--- src/rtl/tdm_tx_pkg.sv ---
package tdm_tx_pkg;

    localparam int SMP_W = 32;
    localparam int BIT_W = 6;

    typedef enum logic [2:0] {
        WC8  = 3'd0,
        WC12 = 3'd1,
        WC16 = 3'd2,
        WC20 = 3'd3,
        WC24 = 3'd4,
        WC32 = 3'd5
    } wcode_e;

    typedef struct packed {
        logic       dual;
        logic       fs_low;
        logic       tx_rise;
        logic       right_just;
        logic [1:0] delay;
    } mode_t;

    typedef struct packed {
        logic [BIT_W-1:0] slot_w;
        logic [BIT_W-1:0] samp_w;
    } phase_fmt_t;

    function automatic logic [BIT_W-1:0] wcode_bits(input logic [2:0] c);
        case (c)
            WC8:     return 6'd8;
            WC12:    return 6'd12;
            WC16:    return 6'd16;
            WC20:    return 6'd20;
            WC24:    return 6'd24;
            default: return 6'd32;
        endcase
    endfunction

    function automatic phase_fmt_t decode_fmt(input logic [2:0] slot_c, input logic [2:0] samp_c);
        phase_fmt_t f;
        f.slot_w = wcode_bits(slot_c);
        f.samp_w = wcode_bits(samp_c);
        if (f.samp_w > f.slot_w) f.samp_w = f.slot_w;
        return f;
    endfunction

    function automatic logic [1:0] eff_delay(input logic [1:0] d);
        return (d == 2'd3) ? 2'd2 : d;
    endfunction

endpackage

--- src/rtl/tdm_tx_clkgen.sv ---
module tdm_tx_clkgen (
    input  logic clk,
    input  logic rst,
    input  logic enable,
    input  logic half_en,
    input  logic tx_rise,
    output logic sclk,
    output logic launch
);

    // the toggle about to happen is the launch edge when it goes toward tx_rise
    always_comb launch = enable && half_en && (sclk == !tx_rise);

    always_ff @(posedge clk) begin
        if (rst || !enable) sclk <= 1'b0;
        else if (half_en)   sclk <= !sclk;
    end

endmodule

--- src/rtl/tdm_tx_seq.sv ---
module tdm_tx_seq
    import tdm_tx_pkg::*;
#(
    parameter int CH_W  = 4,
    parameter int PER_W = 9
) (
    input  logic                       clk,
    input  logic                       rst,
    input  logic                       enable,
    input  logic                       launch,
    input  mode_t                      cfg_mode,
    input  logic [1:0][CH_W-1:0]       cfg_nch,
    input  phase_fmt_t [1:0]           cfg_fmt,
    input  logic [PER_W-1:0]           cfg_period,
    input  logic [PER_W-1:0]           cfg_fs_width,
    output mode_t                      cur_mode,
    output phase_fmt_t                 cur_fmt,
    output logic [BIT_W-1:0]           bit_idx,
    output logic                       data_on,
    output logic                       slot_start,
    output logic                       fs_act
);

    mode_t                mode_q;
    logic [1:0][CH_W-1:0] nch_q;
    phase_fmt_t [1:0]     fmt_q;
    logic [PER_W-1:0]     period_q;
    logic [PER_W-1:0]     fsw_q;
    logic [PER_W-1:0]     pos_q;
    logic                 phase_q;
    logic [CH_W-1:0]      chan_q;
    logic [BIT_W-1:0]     k_q;
    logic                 done_q;

    assign cur_mode   = mode_q;
    assign cur_fmt    = fmt_q[phase_q];
    assign bit_idx    = k_q;
    assign data_on    = !done_q && (pos_q >= PER_W'(eff_delay(mode_q.delay)));
    assign slot_start = data_on && (k_q == '0);
    assign fs_act     = pos_q < fsw_q;

    always_ff @(posedge clk) begin
        if (rst || !enable) begin
            mode_q   <= cfg_mode;
            nch_q    <= cfg_nch;
            fmt_q    <= cfg_fmt;
            period_q <= cfg_period;
            fsw_q    <= cfg_fs_width;
            pos_q    <= '0;
            phase_q  <= 1'b0;
            chan_q   <= '0;
            k_q      <= '0;
            done_q   <= 1'b0;
        end else if (launch) begin
            if (pos_q == period_q) begin
                // frame boundary: new configuration and fresh cursor
                mode_q   <= cfg_mode;
                nch_q    <= cfg_nch;
                fmt_q    <= cfg_fmt;
                period_q <= cfg_period;
                fsw_q    <= cfg_fs_width;
                pos_q    <= '0;
                phase_q  <= 1'b0;
                chan_q   <= '0;
                k_q      <= '0;
                done_q   <= 1'b0;
            end else begin
                pos_q <= pos_q + PER_W'(1);
                if (data_on) begin
                    if (k_q == cur_fmt.slot_w - 6'd1) begin
                        k_q <= '0;
                        if (chan_q == nch_q[phase_q]) begin
                            chan_q <= '0;
                            if (!mode_q.dual || phase_q) done_q  <= 1'b1;
                            else                         phase_q <= 1'b1;
                        end else begin
                            chan_q <= chan_q + CH_W'(1);
                        end
                    end else begin
                        k_q <= k_q + 6'd1;
                    end
                end
            end
        end
    end

endmodule

--- src/rtl/tdm_tx_bitsel.sv ---
module tdm_tx_bitsel
    import tdm_tx_pkg::*;
(
    input  logic [SMP_W-1:0] word,
    input  logic [BIT_W-1:0] k,
    input  phase_fmt_t       fmt,
    input  logic             right_just,
    output logic             bit_o
);

    logic [BIT_W-1:0] pad;
    logic [BIT_W-1:0] off;
    logic [4:0]       idx;

    always_comb begin
        pad   = right_just ? (fmt.slot_w - fmt.samp_w) : '0;
        off   = k - pad;
        idx   = 5'(fmt.samp_w - 6'd1 - off);
        bit_o = 1'b0;
        if ((k >= pad) && (off < fmt.samp_w)) bit_o = word[idx];
    end

endmodule

--- src/rtl/tdm_tx.sv ---
module tdm_tx
    import tdm_tx_pkg::*;
#(
    parameter int CH_W  = 4,
    parameter int PER_W = 9
) (
    input  logic             clk,
    input  logic             rst,
    input  logic             enable,
    input  logic             half_en,
    input  logic             cfg_dual,
    input  logic [CH_W-1:0]  cfg_nch0,
    input  logic [CH_W-1:0]  cfg_nch1,
    input  logic [2:0]       cfg_slot0,
    input  logic [2:0]       cfg_slot1,
    input  logic [2:0]       cfg_samp0,
    input  logic [2:0]       cfg_samp1,
    input  logic [1:0]       cfg_delay,
    input  logic [PER_W-1:0] cfg_period,
    input  logic [PER_W-1:0] cfg_fs_width,
    input  logic             cfg_fs_low,
    input  logic             cfg_tx_rise,
    input  logic             cfg_right_just,
    input  logic [SMP_W-1:0] s_data,
    input  logic             s_valid,
    output logic             s_ready,
    output logic             sclk,
    output logic             fsync,
    output logic             sdata,
    output logic             sdata_oe,
    output logic             underrun
);

    mode_t                mode_in;
    logic [1:0][2:0]      slot_c;
    logic [1:0][2:0]      samp_c;
    logic [1:0][CH_W-1:0] nch_in;
    phase_fmt_t [1:0]     fmt_in;

    assign mode_in = '{dual: cfg_dual, fs_low: cfg_fs_low, tx_rise: cfg_tx_rise,
                       right_just: cfg_right_just, delay: cfg_delay};
    assign slot_c  = {cfg_slot1, cfg_slot0};
    assign samp_c  = {cfg_samp1, cfg_samp0};
    assign nch_in  = {cfg_nch1, cfg_nch0};

    for (genvar p = 0; p < 2; p++) begin : g_phase
        assign fmt_in[p] = decode_fmt(slot_c[p], samp_c[p]);
    end

    mode_t            cur_mode;
    phase_fmt_t       cur_fmt;
    logic [BIT_W-1:0] bit_idx;
    logic             data_on;
    logic             slot_start;
    logic             fs_act;
    logic             launch;
    logic             bit_val;
    logic [SMP_W-1:0] word_q;
    logic [SMP_W-1:0] word_now;

    tdm_tx_clkgen u_clk (
        .clk     (clk),
        .rst     (rst),
        .enable  (enable),
        .half_en (half_en),
        .tx_rise (cur_mode.tx_rise),
        .sclk    (sclk),
        .launch  (launch)
    );

    tdm_tx_seq #(.CH_W(CH_W), .PER_W(PER_W)) u_seq (
        .clk          (clk),
        .rst          (rst),
        .enable       (enable),
        .launch       (launch),
        .cfg_mode     (mode_in),
        .cfg_nch      (nch_in),
        .cfg_fmt      (fmt_in),
        .cfg_period   (cfg_period),
        .cfg_fs_width (cfg_fs_width),
        .cur_mode     (cur_mode),
        .cur_fmt      (cur_fmt),
        .bit_idx      (bit_idx),
        .data_on      (data_on),
        .slot_start   (slot_start),
        .fs_act       (fs_act)
    );

    assign word_now = slot_start ? (s_valid ? s_data : '0) : word_q;
    assign s_ready  = launch && slot_start;

    tdm_tx_bitsel u_sel (
        .word       (word_now),
        .k          (bit_idx),
        .fmt        (cur_fmt),
        .right_just (cur_mode.right_just),
        .bit_o      (bit_val)
    );

    always_ff @(posedge clk) begin
        if (rst) begin
            sdata    <= 1'b0;
            fsync    <= 1'b0;
            sdata_oe <= 1'b0;
            underrun <= 1'b0;
            word_q   <= '0;
        end else if (!enable) begin
            sdata    <= 1'b0;
            fsync    <= cfg_fs_low;
            sdata_oe <= 1'b0;
            underrun <= 1'b0;
        end else begin
            sdata_oe <= 1'b1;
            underrun <= s_ready && !s_valid;
            if (launch) begin
                sdata <= data_on && bit_val;
                fsync <= fs_act ^ cur_mode.fs_low;
                if (slot_start) word_q <= word_now;
            end
        end
    end

endmodule

--- config.mk ---
export PLATFORM = sky130hd
export DESIGN_NAME = tdm_tx
export DESIGN_NICKNAME = d
export VERILOG_FILES = /design/src/rtl/tdm_tx_pkg.sv /design/src/rtl/tdm_tx_clkgen.sv /design/src/rtl/tdm_tx_seq.sv /design/src/rtl/tdm_tx_bitsel.sv /design/src/rtl/tdm_tx.sv
export SDC_FILE = /design/constraint.sdc
export NUM_CORES = 1
export LEC_CHECK = 0
export ABC_CLOCK_PERIOD_IN_PS = 8450
export BUFFER_PORTS_ARGS = -buffer_cell sky130_fd_sc_hd__buf_2
export CORE_MARGIN = 1.5
export CORE_UTILIZATION = 50
export CTS_BUF_LIST = sky130_fd_sc_hd__clkbuf_4
export DETAILED_ROUTE_END_ITERATION = 8
export GPL_TIMING_DRIVEN = 0
export HOLD_SLACK_MARGIN = 0.15
export PLACE_DENSITY_LB_ADDON = 0.15
export SYNTH_ARGS = -nofsm -noshare
export SYNTH_HDL_FRONTEND = slang
export SYNTH_SLANG_ARGS = --single-unit
--- constraint.sdc ---
create_clock -name clk -period 8.45 [get_ports clk]
set_input_delay 1.69 -clock clk [delete_from_list [all_inputs] [get_ports clk]]
set_output_delay 1.69 -clock clk [all_outputs]
set_load 0.01 [all_outputs]
# After elaboration in Yosys (flattened, before gate mapping)
# Index checks and enable logic that the tools add are counted.
# classes
addsub,8
magnitude_cmp,8
n_eq_ne,23
mux,53
n_bitwise,2
reduce_logical,34
# op_table
op,n
$pmux 6 s5,4
$mux 24,3
$mux 32,2
$mux 9,7
$mux 6,9
$eq 3x2->1 const B,8
$mux 12,2
$mux 4,6
$mux 8,3
$mux 1,15
$eq 3x1->1 const B,4
$eq 3x3->1 const B,4
$gt 6x6->1,2
$logic_not 3->1,4
$reduce_bool 2->1,6
$sub 6x6->6,2
$reduce_and 5->1,2
$add 9x1->9 const B,1
$eq 9x9->1,1
$ge 9x2->1,1
$lt 9x9->1,1
$logic_and 1x1->1,8
$add 6x1->6 const B,1
$eq 6x6->1,1
other kinds (22),31
# totals
register_bits,114
input_bits,81
output_inout_bits,6
elab_cells,152

# Depth between registers and ports, before layout
# Gate-level depths: netlist (run 1).
# logic_depth
depth_word,10
ltp_mapped,19
depth_no_buf,17

# By module
# Synthesis (run 1) repeated with hierarchy kept, for this count alone.
# unflattened
cells_unflattened,708
hier_area_um2,6824.0
# modules_own_cells
mod,n_inst,cells_each,area_each_um2,seq_area_each_um2
tdm_tx_seq,1,271,3464.6,2102.0
tdm_tx,1,323,2319.7,720.7
tdm_tx_bitsel,1,109,983.4,0.0
tdm_tx_clkgen,1,5,56.3,20.0

# Least setup slack after synthesis (run 1)
# Ideal clock, no wire load.
# synth_timing
path_kind,input -> register
startpoint,input rst
endpoint,"register u_seq.mode_q, in the netlist u_seq.cur_mode[0] (enable)"
setup_ps,431
arrival_time_ps,4057
required_time_ps,8019
slack_ps,3962
path_stages,6
path_buffers,3
path_cell_list,clkbuf_1 > nand2b_1 > clkbuf_1 > inv_1 > o21ai_0 > clkbuf_1
# synth_between
elab_chain_cells,3
elab_cells_between_ends,4
classes_between,4 x reduce/logical
# synth_lines
item,line_no,text
from (decl),tdm_tx.sv:8,"input logic rst,"
$logic_or 1x1->1 *,tdm_tx_seq.sv:43,if (rst || !enable) begin
$reduce_bool 2->1 (no source line),-,
$reduce_and 2->1 (no source line) *,-,
to (signal assigned),tdm_tx_seq.sv:44,mode_q <= cfg_mode;
to (signal assigned),tdm_tx_seq.sv:57,mode_q <= cfg_mode;
to (decl),tdm_tx_seq.sv:24,mode_t mode_q;
# Every way passes the cells marked *; elsewhere a longest branch is shown, timed or not.
# A chain may end at the register's enable or synchronous reset.

# Worst setup path in the final report (run 1)
# layout_timing
startpoint,register u_seq.pos_q[0]
endpoint,output s_ready
# layout_between
elab_chain_cells,4
# layout_lines
item,line_no,text
from (decl),tdm_tx_seq.sv:29,logic [PER_W-1:0] pos_q;
from (signal assigned),tdm_tx_seq.sv:68,pos_q <= pos_q + PER_W'(1);
$ge 9x2->1,tdm_tx_seq.sv:38,assign data_on = !done_q && (pos_q >= PER_W'(eff_delay(mode_q.delay)));
$logic_and 1x1->1,tdm_tx_seq.sv:38,
$logic_and 1x1->1,tdm_tx_seq.sv:39,assign slot_start = data_on && (k_q == '0);
$logic_and 1x1->1,tdm_tx.sv:90,assign s_ready = launch && slot_start;
to (decl),tdm_tx.sv:26,"output logic s_ready,"
# No other way between the ends.

==> flow_metrics.tcl, run 1 <==
set metrics [dict create \
    p_leak_nw 2.76 \
    setup_viol 0 \
    whs_endpoint "word_q[14]$_SDFFE_PP0P_" \
    grt_pass1_wl_microns 22400 \
    min_path_type "reg -> reg" \
    final-hold-violation-count 0 \
    grt_setup_unrepaired "false" \
    final_area_sq_um 6780 \
    first_global_vias 4719 \
    postCtsSetupRepairBufs 0 \
    ff2ff_setup_slack_ns 3.65 \
    ys_types 63 \
    die-area_sq_um 12700 \
    synth_edf_count 48 \
    path_max_fanout 10 \
    coreArea_sq_um 11600 \
    initial_core_util_pct 52.0 \
    die_x_microns 113 \
    yosysWarnings 0 \
    dpl_cell_area_sq_um 6640 \
    layout.nets 832 \
    crit_family "buffers and inverters" \
    syn_avg_cell_area_sq_um 9.76 \
    dpl.hpwl_microns 10400 \
    grt_max_degree 31 \
    h-tree-depth 3 \
    worst_slew_pin_slew_ns 0.709 \
    ant_nets 0 \
    min_delay_path_depth 2 \
    synth-seq-cells 106 \
    final_common_cell "buf_2" \
    r2r-end "sdata$_SDFFE_PP0P_" \
    syn_area_sq_um 6010 \
    drive_above_1_share_pct 19.1 \
    synthCells 616 \
    fmaxAchievable_mhz 190 \
    critPathLaunch "u_seq.pos_q[0]$_SDFFE_PP0P_" \
    finalClockSkew_ns 0.0252 \
    antenna_found_initial 1 \
    synthFlopType "dfxtp_1" \
    route.detailed.wl_per_inst_microns 15.9 \
    route.detailed.drc 0 \
    num_vias 4819 \
    layout_common_cells "buf_2 (88), nand2_1 (69), dfxtp_1 (58)" \
    ctsResizeCount 0 \
    status "finished, final reports clean" \
    numPortBuffers 85 \
    fin_tns_setup_ns 0 \
    cp_common_cell "buf_2" \
    clock_path_buffers 2 \
    final_max_slew_viol_count 0 \
    crit_buf_inv 7 \
    yosysSeqAreaShare_pct 43.3 \
    cp-start-kind "flip-flop" \
    tritoncts "yes" \
    path_class "reg -> out" \
    crit_required_ns 6.76 \
    globalRouteTotalUtil_pct 22.5 \
    r2r_start "u_seq.phase_q$_SDFFE_PP0P_" \
    ff2ff_path_depth 19 \
    whs_ns 0.462 \
    cts_num_sinks 106 \
    drtIter0Drc 255 \
    viasPerCell 5.59 \
    layout_min_cycle_time_ns 5.28 \
    fin_crit_sh_pct 62.4 \
    die_h_microns 113 \
    area_growth_pct 12.7 \
    path_clk_slew_ns 0.16 \
    endpoint_kind "output pin" \
    cts_buffers 9 \
    power_density_nw_per_um2 162 \
    crit_arrival_ns 3.59 \
    cts_root_buf "clkbuf_4" \
    clk_latency_ns 0.51 \
    dr.pass1.iters 5 \
    ir_worst_vdd_v 0.000134 \
    cp_slowest_cell "a211oi_4" \
    num_rows 39 \
    gr-total-overflow 0 \
    gp_congestion 0.931 \
    postSynth.asyncResetShare_pct 0 \
    path_cells "clkbuf_1 -> inv_1 -> ha_1 -> nand2b_1 -> a211oi_4 -> nor2_4 -> buf_6 -> nand2_2 -> inv_1 -> buf_2 -> buf_2 -> buf_2" \
    finalWirelength_microns 13700 \
    ios 87 \
    timing.slew.headroom_pct 52.7 \
    syn_nets 735 \
    hold_buffers 0 \
    hold_start "word_q[14]$_SDFFE_PP0P_" \
    slowest_delay_ns 0.64 \
    max_cap_violations 0 \
]
## where the power goes
| part | total (mW) | switching (mW) | internal, mW | leakage, nW |
|---|---|---|---|---|
| logic | 0.261 | 0.144 | 0.117 | 1.73 |
| clock network | 0.257 | 0.189 | 0.0686 | 0.0689 |
| registers | 0.579 | 0.0108 | 0.568 | 0.962 |
## flip-flops by register name, summed over array words and instances (netlist names), 4 cells and up
signal,count
u_seq.fmt_q,16
u_seq.pos_q,9
u_seq.chan_q,4
u_seq.bit_idx,6
u_seq.cur_mode,6
word_q,32
u_seq.fsw_q,9
u_seq.nch_q,8
u_seq.period_q,9
## kinds of logic after synthesis
family          after synthesis  share of synthesized area [%]
fa+ha+maj                    38                           8.28
simple gates                218                           18.0
mux                          48                           9.07
flops                       106                           43.3
compound gates              109                           11.6
buf+inv                      60                           4.37
xor+xnor                     37                           5.39
## synth_stat cells, types with 7 or more instances
master / number / area, sq um
a21o_1: 8 / 60.1
a21oi_1: 54 / 270
and2_1: 8 / 50.1
and3_1: 7 / 43.8
clkbuf_1: 17 / 63.8
dfxtp_1: 58 / 1160
edfxtp_1: 48 / 1440
ha_1: 35 / 438
inv_1: 29 / 109
mux2_2: 16 / 180
mux2i_1: 29 / 290
nand2_1: 69 / 259
nand2b_1: 16 / 100
nand3_1: 33 / 165
nor2_1: 39 / 146
nor3_1: 7 / 35.0
o21ai_0: 14 / 70.1
xnor2_1: 17 / 149
xor2_1: 20 / 175
## routing by layer
metal	wire length, microns	share of wire [%]	track usage, %	vias to the layer above
li1	-	-	-	2396
met1	6020	44	27.8	2242
met2	6640	48	38.3	153
met3	741	5.4	5.89	28
met4	329	2.4	7.85	0
met5	0	0	0	-
## layout make-up
cell class,count,area (sq um)
clock buffers,9,67.6
repair buffers,86,445
plain buffers,30,151
flip-flops and latches,106,2600
inverters,30,113
well taps,143,179
multi-input cells,450,3150
diodes,1,2.50
clock inverters,7,66.3
fillers,1055,4790
## per-stage QoR
stage	setup slack, ns	std cells	power (mW)	utilization (%)
after floorplan	3.96	616	0.771	-
after global placement	2.68	844	0.841	57.2
after detailed placement	3.37	845	0.850	57.4
after CTS	3.11	861	1.11	58.6
after global routing	2.91	862	1.16	58.6
final	3.17	862	1.10	58.6
## how the worst max path moves through the flow
stage | end | slack [ns] | cells past startpoint
after floorplan | u_seq.cur_mode[0]$_DFFE_PP_ | 3.96 | 6
after global placement | u_seq.cur_mode[2]$_DFFE_PP_ | 2.68 | 6
after detailed placement | s_ready | 3.37 | 8
after CTS | s_ready | 3.11 | 12
after global routing | s_ready | 2.91 | 12
final | s_ready | 3.17 | 12
## worst register-to-register path: stages, from the launching register on
cell and delay [ns]:
dfxtp_1 0.34, clkbuf_1 0.27, buf_1 0.54, mux2_2 0.45, ha_1 0.19, inv_1 0.08
fa_1 0.41, nand2_1 0.12, ha_1 0.24, a21o_1 0.17, a21oi_1 0.17, xnor2_1 0.14
ha_1 0.26, o21ai_0 0.08, a21oi_1 0.06, nor4_1 0.30, and2_1 0.23, o221ai_1 0.12
or4_1 0.41, a22oi_1 0.16
Note: power is estimated with default switching activity, not from simulation.
==> run 2, diff against run 1 <==
Settings changed: ABC_CLOCK_PERIOD_IN_PS 8450 to 4800.
Clock period 8.45 ns to 4.8 ns, I/O delays scaled along.
==> flow_metrics.tcl, run 2 (synthesis gave the netlist of run 1 again) <==
set metrics [dict create \
    postCtsSetupRepairBufs 0 \
    die_h_microns 113 \
    grt_busiest_layer "met2" \
    top_regs "word_q: 32 flops, u_seq.fmt_q: 16 flops" \
    area_growth_pct 12.8 \
    layout_common_cells "buf_2 (88), nand2_1 (69), dfxtp_1 (58)" \
    die_x_microns 113 \
    setup_viol 0 \
    timing.slew.headroom_pct 52.6 \
    min_path_type "reg -> reg" \
    fin_ws_ns 0.253 \
    die-area_sq_um 12700 \
    multi_input_comb_area_sq_um 3150 \
    ant_nets 0 \
    crit_arrival_ns 3.59 \
    dr.pass1.iters 5 \
    path_max_fanout 10 \
    ios 87 \
    max_cap_violations 0 \
    numPortBuffers 85 \
    drtIter0Drc 323 \
    num_rows 39 \
    final_max_slew_viol_count 0 \
    antenna_found_initial 1 \
    path_class "reg -> out" \
    crit_family "buffers and inverters" \
    drive_above_1_share_pct 19.4 \
    fin_crit_sh_pct 94.7 \
    clk_latency_ns 0.51 \
    place_ws_ns 0.0525 \
    path_clk_slew_ns 0.17 \
    gp_congestion 0.931 \
    final_area_sq_um 6780 \
    whs_ns 0.463 \
    dpl.hpwl_microns 10400 \
    power_density_nw_per_um2 285 \
    final_util_pct 58.6 \
    final-hold-violation-count 0 \
    grt_setup_unrepaired "false" \
    crit_buf_inv 7 \
    met1_usage_pct 27.8 \
    largest_register "word_q" \
    clock_path_buffers 2 \
    route.detailed.drc 0 \
    cts_buffers 9 \
    grt_max_degree 31 \
    grt_pass1_wl_microns 22400 \
    finalPower_mw 1.93 \
    initial_core_util_pct 52.0 \
    route.detailed.wl_per_inst_microns 15.9 \
    cts_num_sinks 106 \
    layout.nets 832 \
    cp-start-kind "flip-flop" \
    path_cells "clkbuf_1 -> inv_1 -> ha_1 -> nand2b_1 -> a211oi_4 -> nor2_4 -> buf_6 -> nand2_2 -> inv_1 -> buf_2 -> buf_2 -> buf_2" \
    cts_root_buf "clkbuf_4" \
    final_common_cell "buf_2" \
    coreArea_sq_um 11600 \
    endpoint_kind "output pin" \
    slowest_delay_ns 0.63 \
    crit_required_ns 3.84 \
    h-tree-depth 3 \
    globalRouteTotalUtil_pct 22.5 \
    n_fill_cell 1052 \
    cp_slowest_cell "a211oi_4" \
    status "finished, final reports clean" \
    grt_use_met2_pct 38.3 \
    num_vias 4830 \
    fmaxAchievable_mhz 220 \
    finalClockSkew_ns 0.0260 \
    cp_common_cell "buf_2" \
    seqCellArea_sq_um 2600 \
    finalWirelength_microns 13700 \
    viasPerCell 5.60 \
    ir_worst_vdd_v 0.000236 \
    hold_buffers 0 \
    grtUsageMet3_pct 5.89 \
    layout_min_cycle_time_ns 4.55 \
    largest_reg_flops 32 \
    first_global_vias 4719 \
    tritoncts "yes" \
    gr-total-overflow 0 \
    worst_slew_pin_slew_ns 0.711 \
    dpl_cell_area_sq_um 6640 \
    p_leak_nw 2.76 \
]
## run 2: cell types whose count changed in the layout (fill, tap and decap cells not counted)
| cell | delta |
|---|---|
| clkbuf_4 | +1 |
| buf_1 | -1 |
| mux2i_1 | -1 |
| mux2i_2 | +1 |
## run 2: tightest hold or removal path, cell delays in order (launching register included)
cell and delay [ns]:
dfxtp_1 0.34, nand2_1 0.05, a21oi_1 0.05
## run 2: what timing repair did
action	4_1_cts	5_1_grt
pin swaps	0	1
gates resized for setup	1	2
setup endpoints to repair	1	2
## run 2: cell type report
cell class / count / share of cell area, %
timing repair buffer: 86 / 6.57
buffer: 30 / 2.29
sequential: 106 / 38.4
multi-input combinational: 450 / 46.5
clock buffer: 9 / 0.996
tap: 143 / 2.64
antenna: 1 / 0.0369
inverter: 30 / 1.66
clock inverter: 7 / 0.978
## run 2: report_power, final
part	internal, mW	total (mW)	switching [mW]
logic	0.208	0.461	0.253
clock network	0.121	0.454	0.333
registers	1.00	1.02	0.0196
## run 2: metrics by stage
step	setup TNS, ns	std cells
after global placement	-12.14	844
final	0	862
after CTS	0	861
after floorplan	0	616
after global routing	0	862
after detailed placement	0	845
## run 2: final timing paths
check,from,endpoint,slack (ns),cells after the start
worst min-delay path,word_q[6]$_SDFFE_PP0P_,word_q[6]$_SDFFE_PP0P_,0.46,2
worst min register to register,word_q[6]$_SDFFE_PP0P_,word_q[6]$_SDFFE_PP0P_,0.46,2
worst max-delay path,u_seq.pos_q[0]$_SDFFE_PP0P_,s_ready,0.25,12
worst max register to register,u_seq.phase_q$_SDFFE_PP0P_,sdata$_SDFFE_PP0P_,0.28,19
## run 2: metal layers
layer | part of all wire [%] | vias up
li1 | - | 2396
met1 | 44 | 2260
met2 | 48 | 152
met3 | 5.7 | 22
met4 | 1.8 | 0
met5 | 0 | -
